File: src/rtl/byte_link_pkg.sv
// Shared types for the byte-link slave: controller states and opcodes.
package byte_link_pkg;
    typedef enum logic [2:0] {
        ST_IDLE, ST_RX, ST_RX_REL, ST_RX_ACK,
        ST_EXEC, ST_TX_DRV, ST_TX_HI, ST_TX_LO
    } link_state_e;

    localparam logic [7:0] OP_STORE = 8'h01;
    localparam logic [7:0] OP_FETCH = 8'h02;
endpackage

File: src/rtl/byte_link_sync.sv
// Two-flop synchroniser bank for asynchronous host strobes.
// Assumes every strobe level is held for at least two clock periods.
module byte_link_sync #(
    parameter int W = 1
) (
    input  logic         clk,
    input  logic         rst_n,
    input  logic [W-1:0] d_a,
    output logic [W-1:0] d_s
);
    for (genvar i = 0; i < W; i++) begin : g_bit
        logic meta;
        // Two-stage resample of one strobe bit
        always_ff @(posedge clk) begin
            if (!rst_n) begin
                meta   <= 1'b0;
                d_s[i] <= 1'b0;
            end else begin
                meta   <= d_a[i];
                d_s[i] <= meta;
            end
        end
    end
endmodule

File: src/rtl/byte_link_ctrl.sv
// Frame controller: four-phase byte handshakes, command assembly,
// one register access, then the reply bytes. Inputs are already synchronised
// except bus_in. bus_in is sampled only after the host handshake has been seen
// high on two consecutive synchronised samples.
module byte_link_ctrl
    import byte_link_pkg::*;
#(
    parameter int          DW       = 8,
    parameter int          WORD     = 32,
    parameter logic [31:0] ERR_CODE = 32'h0000_0001
) (
    input  logic            clk,
    input  logic            rst_n,
    input  logic            hrst_s,
    input  logic            start_s,
    input  logic            hs_s,
    input  logic            rd_s,
    input  logic [DW-1:0]   bus_in,
    output logic [DW-1:0]   bus_out,
    output logic            bus_oe,
    output logic            slv_hs,
    output logic            slv_ack,
    output logic            tx_phase,
    output logic            rf_we,
    output logic [DW-1:0]   rf_addr,
    output logic [WORD-1:0] rf_wdata,
    input  logic [WORD-1:0] rf_rdata
);
    localparam int WB    = WORD / DW;
    localparam int CMD_N = 2 + WB;
    localparam int RPL_N = 2 * WB;
    localparam int FW    = CMD_N * DW;
    localparam int IW    = $clog2(RPL_N > CMD_N ? RPL_N : CMD_N);

    link_state_e       st;
    logic [IW-1:0]     idx;
    logic [FW-1:0]     frame;
    logic [2*WORD-1:0] reply;
    logic              hs_d, start_d;
    logic [DW-1:0]     cmd;

    assign cmd      = frame[DW-1:0];
    assign rf_addr  = frame[2*DW-1:DW];
    assign rf_wdata = frame[FW-1:2*DW];

    // Edge history of synchronised start and handshake
    always_ff @(posedge clk) begin
        if (!rst_n || !hrst_s) begin
            hs_d    <= 1'b0;
            start_d <= 1'b0;
        end else begin
            hs_d    <= hs_s;
            start_d <= start_s;
        end
    end

    // Main sequencer for receive, execute and transmit phases
    always_ff @(posedge clk) begin
        if (!rst_n || !hrst_s) begin
            st    <= ST_IDLE;
            idx   <= '0;
            frame <= '0;
            reply <= '0;
        end else if (start_s && !start_d) begin
            st  <= ST_RX;
            idx <= '0;
        end else begin
            unique case (st)
                ST_IDLE: ;
                ST_RX: if (hs_s && hs_d) begin
                    frame <= {bus_in, frame[FW-1:DW]};
                    st    <= ST_RX_REL;
                end
                ST_RX_REL: st <= ST_RX_ACK;
                ST_RX_ACK: if (!hs_s) begin
                    if (idx == IW'(CMD_N - 1)) begin
                        idx <= '0;
                        st  <= ST_EXEC;
                    end else begin
                        idx <= idx + 1'b1;
                        st  <= ST_RX;
                    end
                end
                ST_EXEC: begin
                    if (cmd == OP_STORE)      reply <= {{WORD{1'b0}}, rf_wdata};
                    else if (cmd == OP_FETCH) reply <= {{WORD{1'b0}}, rf_rdata};
                    else                      reply <= {ERR_CODE[WORD-1:0], {WORD{1'b0}}};
                    st <= ST_TX_DRV;
                end
                ST_TX_DRV: st <= ST_TX_HI;
                ST_TX_HI:  if (hs_s) st <= ST_TX_LO;
                ST_TX_LO: if (!hs_s) begin
                    if (idx == IW'(RPL_N - 1)) begin
                        st <= ST_IDLE;
                    end else begin
                        idx <= idx + 1'b1;
                        st  <= ST_TX_DRV;
                    end
                end
                default: st <= ST_IDLE;
            endcase
        end
    end

    // Output decode from the sequencer state
    always_comb begin
        tx_phase = (st == ST_TX_DRV) || (st == ST_TX_HI) || (st == ST_TX_LO);
        slv_hs   = (st == ST_RX_ACK) || (st == ST_TX_HI);
        slv_ack  = (st != ST_IDLE);
        bus_oe   = tx_phase && rd_s;
        bus_out  = reply[idx*DW +: DW];
        rf_we    = (st == ST_EXEC) && (cmd == OP_STORE);
    end
endmodule

File: src/rtl/byte_link_slave.sv
// Top of the byte-link command slave: synchronises the host strobes and
// hands them to the frame controller. The pad tristate is left to the pad ring.
module byte_link_slave #(
    parameter int          DW       = 8,
    parameter int          WORD     = 32,
    parameter logic [31:0] ERR_CODE = 32'h0000_0001
) (
    input  logic            clk,
    input  logic            rst_n,
    input  logic            host_start_a,
    input  logic            host_hs_a,
    input  logic            host_rd_a,
    input  logic            host_rst_n_a,
    input  logic [DW-1:0]   bus_in,
    output logic [DW-1:0]   bus_out,
    output logic            bus_oe,
    output logic            slv_hs,
    output logic            slv_ack,
    output logic            rf_we,
    output logic [DW-1:0]   rf_addr,
    output logic [WORD-1:0] rf_wdata,
    input  logic [WORD-1:0] rf_rdata
);
    localparam int NSYNC = 4;

    logic [NSYNC-1:0] strobes_s;
    logic             tx_phase;

    byte_link_sync #(.W(NSYNC)) u_sync (
        .clk   (clk),
        .rst_n (rst_n),
        .d_a   ({host_rst_n_a, host_rd_a, host_hs_a, host_start_a}),
        .d_s   (strobes_s)
    );

    byte_link_ctrl #(.DW(DW), .WORD(WORD), .ERR_CODE(ERR_CODE)) u_ctrl (
        .clk      (clk),
        .rst_n    (rst_n),
        .hrst_s   (strobes_s[3]),
        .start_s  (strobes_s[0]),
        .hs_s     (strobes_s[1]),
        .rd_s     (strobes_s[2]),
        .bus_in   (bus_in),
        .bus_out  (bus_out),
        .bus_oe   (bus_oe),
        .slv_hs   (slv_hs),
        .slv_ack  (slv_ack),
        .tx_phase (tx_phase),
        .rf_we    (rf_we),
        .rf_addr  (rf_addr),
        .rf_wdata (rf_wdata),
        .rf_rdata (rf_rdata)
    );
endmodule

File: config.mk
export PLATFORM = sky130hd
export DESIGN_NAME = byte_link_slave
export DESIGN_NICKNAME = d
export VERILOG_FILES = /design/src/rtl/byte_link_pkg.sv /design/src/rtl/byte_link_sync.sv /design/src/rtl/byte_link_ctrl.sv /design/src/rtl/byte_link_slave.sv
export SDC_FILE = /design/constraint.sdc
export NUM_CORES = 1
export LEC_CHECK = 0
export ABC_AREA = 1
export CORE_ASPECT_RATIO = 1.25
export CORE_MARGIN = 4
export CORE_UTILIZATION = 30
export DETAILED_ROUTE_END_ITERATION = 12
export DONT_BUFFER_PORTS = 1
export HOLD_SLACK_MARGIN = 0.12
export SLEW_MARGIN = 20
export SYNTH_ARGS = -nofsm -noshare
export SYNTH_HDL_FRONTEND = slang
export SYNTH_SLANG_ARGS = --single-unit
File: constraint.sdc
create_clock -name clk -period 1.4 [get_ports clk]
set_clock_uncertainty 0.05 [all_clocks]
set_input_delay 0.28 -clock clk [delete_from_list [all_inputs] [get_ports clk]]
set_output_delay 0.28 -clock clk [all_outputs]
set_load 0.02 [all_outputs]
==> impl_metrics.json <==
{
  "outcome": "finished, violations left",
  "violations": "negative setup slack",
  "setup_viol": 97,
  "clock-sinks": 97,
  "crit_fanout": 8,
  "finish.net_count": 812,
  "chipWidth_um": 122,
  "power_density_nw_per_um2": 696,
  "rr_endpoint": "u_ctrl.reply[3]",
  "worst_pin_slew_ps": 511,
  "cp_cell_sequence": "buf_4 > a21oi_2 > o21ai_2 > a21oi_2 > buf_6",
  "critPathSlowestCell": "dfxtp_4",
  "min_period_over_period_pct": 130,
  "n_antenna_cell": 0,
  "layout.area.seq_um2": 1960,
  "multi_input_gate_area_um2": 3110,
  "final.min_clock_period_ps": 1820,
  "cts_tree": "yes",
  "rr_startpoint": "u_ctrl.st[1]",
  "route.vias.total": 4775,
  "number_of_placed_instances_with_taps_included": 867,
  "max_freq_mhz": 550,
  "post-place-ws_ps": -158,
  "ys_types": 28,
  "drtPass1Iterations": 4,
  "cts.htree.levels": 3,
  "ys_ff_latch": 97,
  "report.final.slew_viol_count": 0,
  "total_count_of_hold_check_failures_in_the_final_report": 0,
  "worst_setup_path_end_kind": "primary output",
  "clkLatencyLatePin_ps": 360,
  "max_slew_margin_pct": 65.9,
  "clk_transition_reported_paths_ps": 70,
  "rows": 51,
  "cts_made_buffers": 9,
  "synth.yosys.seq_area_share_pct": 39.8,
  "via_per_inst": 4.87,
  "critPathKind": "register to primary output",
  "sink_of_the_worst_hold_path": "u_ctrl.reply[28]",
  "core_region_area_um2": 15800,
  "start_kind": "register",
  "fp.dieArea_um2": 18400,
  "totalWireLength_mm": 17.2,
  "layout-drive-gt1-share_pct": 47.4,
  "static-leakage-power_nw": 2.91,
  "wire_length_of_the_first_global_routing_pass_mm": 23.5,
  "final_critical_path_setup_slack_ps": -419,
  "drv_cap": 0,
  "top_level_ports": 98,
  "min-delay-path-class": "primary input to register",
  "dp.final_hpwl_mm": 9.86,
  "route.detailed.drc": 0,
  "holdPathStages": 4,
  "drt-wirelength-per-cell_um": 17.6,
  "layout.cells.most_common": "dfxtp_1",
  "synthesis.area_um2": 4870,
  "ctsLongestPathBuffers": 2,
  "io_buffers": 0,
  "place.gp.congestion": 0.897,
  "cpPeakStageDelay_ps": 400,
  "start_util_pct": 30.9,
  "r2r_cells": 10,
  "drt_first_iter_violations": 301,
  "regToRegSetupSlack_ps": -160,
  "most_frequent_cells_in_the_layout": "dfxtp_1 (87), nor2_1 (75), inv_1 (60)",
  "cts.root.buffer_cell": "clkbuf_16",
  "number_of_global_route_vias_before_repair": 4468,
  "critical_path_arrival_ps": 1490,
  "filler_cell_count": 1370,
  "synth_fp_nets": 732,
  "grt_setup_unrepaired": "true",
  "netlist_instances": 683,
  "utilization_pct": 50.7,
  "global_route.overflow_total": 0,
  "start_point_of_the_worst_min_delay_path": "rf_rdata[28]",
  "cp.required_ps": 1070,
  "layout-area-overhead-vs-synth_pct": 63.9,
  "drtAntennaViolNets": 0,
  "ys.warnings.count": 0,
  "ir_drop_v": 0.000732,
  "die_h_um": 151,
  "antenna_found_initial": 0,
  "critPathMostFrequentCell": "a21oi_2",
  "finalNonFillerCells": 980,
  "syn_avg_cell_area_um2": 7.14,
  "grt_start_max_net_pins": 43,
  "groute.usage.overall_pct": 16.6
}
metrics by stage:
stage	power [W]	hold WS [ps]	instance area, um^2	TNS, ps
detailed placement	0.00290	334	5190	-1320
global route	0.00570	125	7990	-18970
CTS	0.00556	120	6840	-9810
floorplan	0.00289	328	4950	-12.4
global placement	0.00290	329	5190	-927
finish	0.00556	116	7990	-12490
logic make-up after synthesis:
kind of cell,Yosys count,synth area share (%)
flip-flops,97,39.8
AO/OA/AOI/OAI,132,14.4
adder cells (fa/ha/maj),3,0.770
AND/OR/NAND/NOR,288,26.8
buffers and inverters,163,18.2
state kept, by name, indices dropped and copies added, names as in the netlist:
register	count
u_ctrl.frame	48
u_ctrl.hs_d	1
u_ctrl.idx	3
u_ctrl.reply	33
u_ctrl.st	3
u_ctrl.start_d	1
u_sync.d_s	4
u_sync.g_bit.meta	4
cell type report:
cell class,instances,area share (%)
clock buffer,9,2.82
timing repair buffer,155,25.2
sequential,97,24.6
inverter,77,4.12
tap,212,3.32
multi-input combinational,423,39.0
clock inverter,7,1.02
worst max-delay path by stage:
stage / end / depth (start not counted) / slack (ps) / from
6_report: bus_out[4] / 5 / -420 / u_ctrl.idx[0]
5_1_grt: bus_out[1] / 5 / -490 / u_ctrl.idx[0]
4_1_cts: bus_out[1] / 5 / -400 / u_ctrl.idx[0]
3_5_place_dp: bus_out[1] / 5 / -160 / u_ctrl.idx[1]
3_3_place_gp: bus_out[0] / 7 / -150 / u_ctrl.idx[1]
2_1_floorplan: bus_out[0] / 7 / -9 / u_ctrl.idx[1]
power by group:
| part | total (W) | switching [W] | leakage (nW) | internal, W |
|---|---|---|---|---|
| clock | 0.00261 | 0.00120 | 0.153 | 0.00142 |
| sequential | 0.00277 | 0.00000461 | 0.789 | 0.00276 |
| combinational | 0.000179 | 0.0000843 | 1.96 | 0.0000950 |
| total | 0.00556 | 0.00128 | 2.91 | 0.00427 |
critical path, delay by kind of cell (launching register included):
| family | cells | cell delay, ps |
|---|---|---|
| AOI/OAI and AO/OA | 3 | 430 |
| DFF | 1 | 400 |
| buffers and inverters | 2 | 300 |
repair_timing:
item	4_1_cts	5_1_grt
pin swaps	46	86
setup buffers	18	25
endpoints found under the hold margin	37	0
hold buffers	34	0
resized for setup	160	192
cloned	12	14
endpoints found under the setup margin	39	99
cells in the mapped netlist:
library cell | instances | area [um^2]
a21oi_1 | 50 | 250
buf_2 | 18 | 90.1
buf_4 | 46 | 345
buf_6 | 10 | 113
clkbuf_1 | 11 | 41.3
clkbuf_2 | 1 | 5.00
clkinv_1 | 1 | 3.75
dfxtp_1 | 97 | 1940
ha_1 | 3 | 37.5
inv_1 | 70 | 263
inv_2 | 4 | 15.0
inv_4 | 2 | 12.5
nand2_1 | 68 | 255
nand2_2 | 1 | 6.26
nand2_4 | 2 | 22.5
nand3_1 | 104 | 521
nand3_2 | 1 | 10.0
nand3b_1 | 1 | 7.51
nand4_1 | 2 | 12.5
nor2_1 | 99 | 372
nor2_2 | 2 | 12.5
nor2_4 | 1 | 11.3
nor2_8 | 2 | 40.0
nor3_1 | 3 | 15.0
nor3_2 | 2 | 20.0
o21a_1 | 16 | 120
o21ai_0 | 44 | 220
o21ai_1 | 22 | 110
routing by layer:
metal	wire length [um]	vias up	GRT usage, %
met2	9230	144	29.9
met4	445	0	5.10
met3	954	36	4.06
met5	0	-	0
li1	-	2339	-
met1	6590	2256	19.3
(Power assumes the default switching activity.)
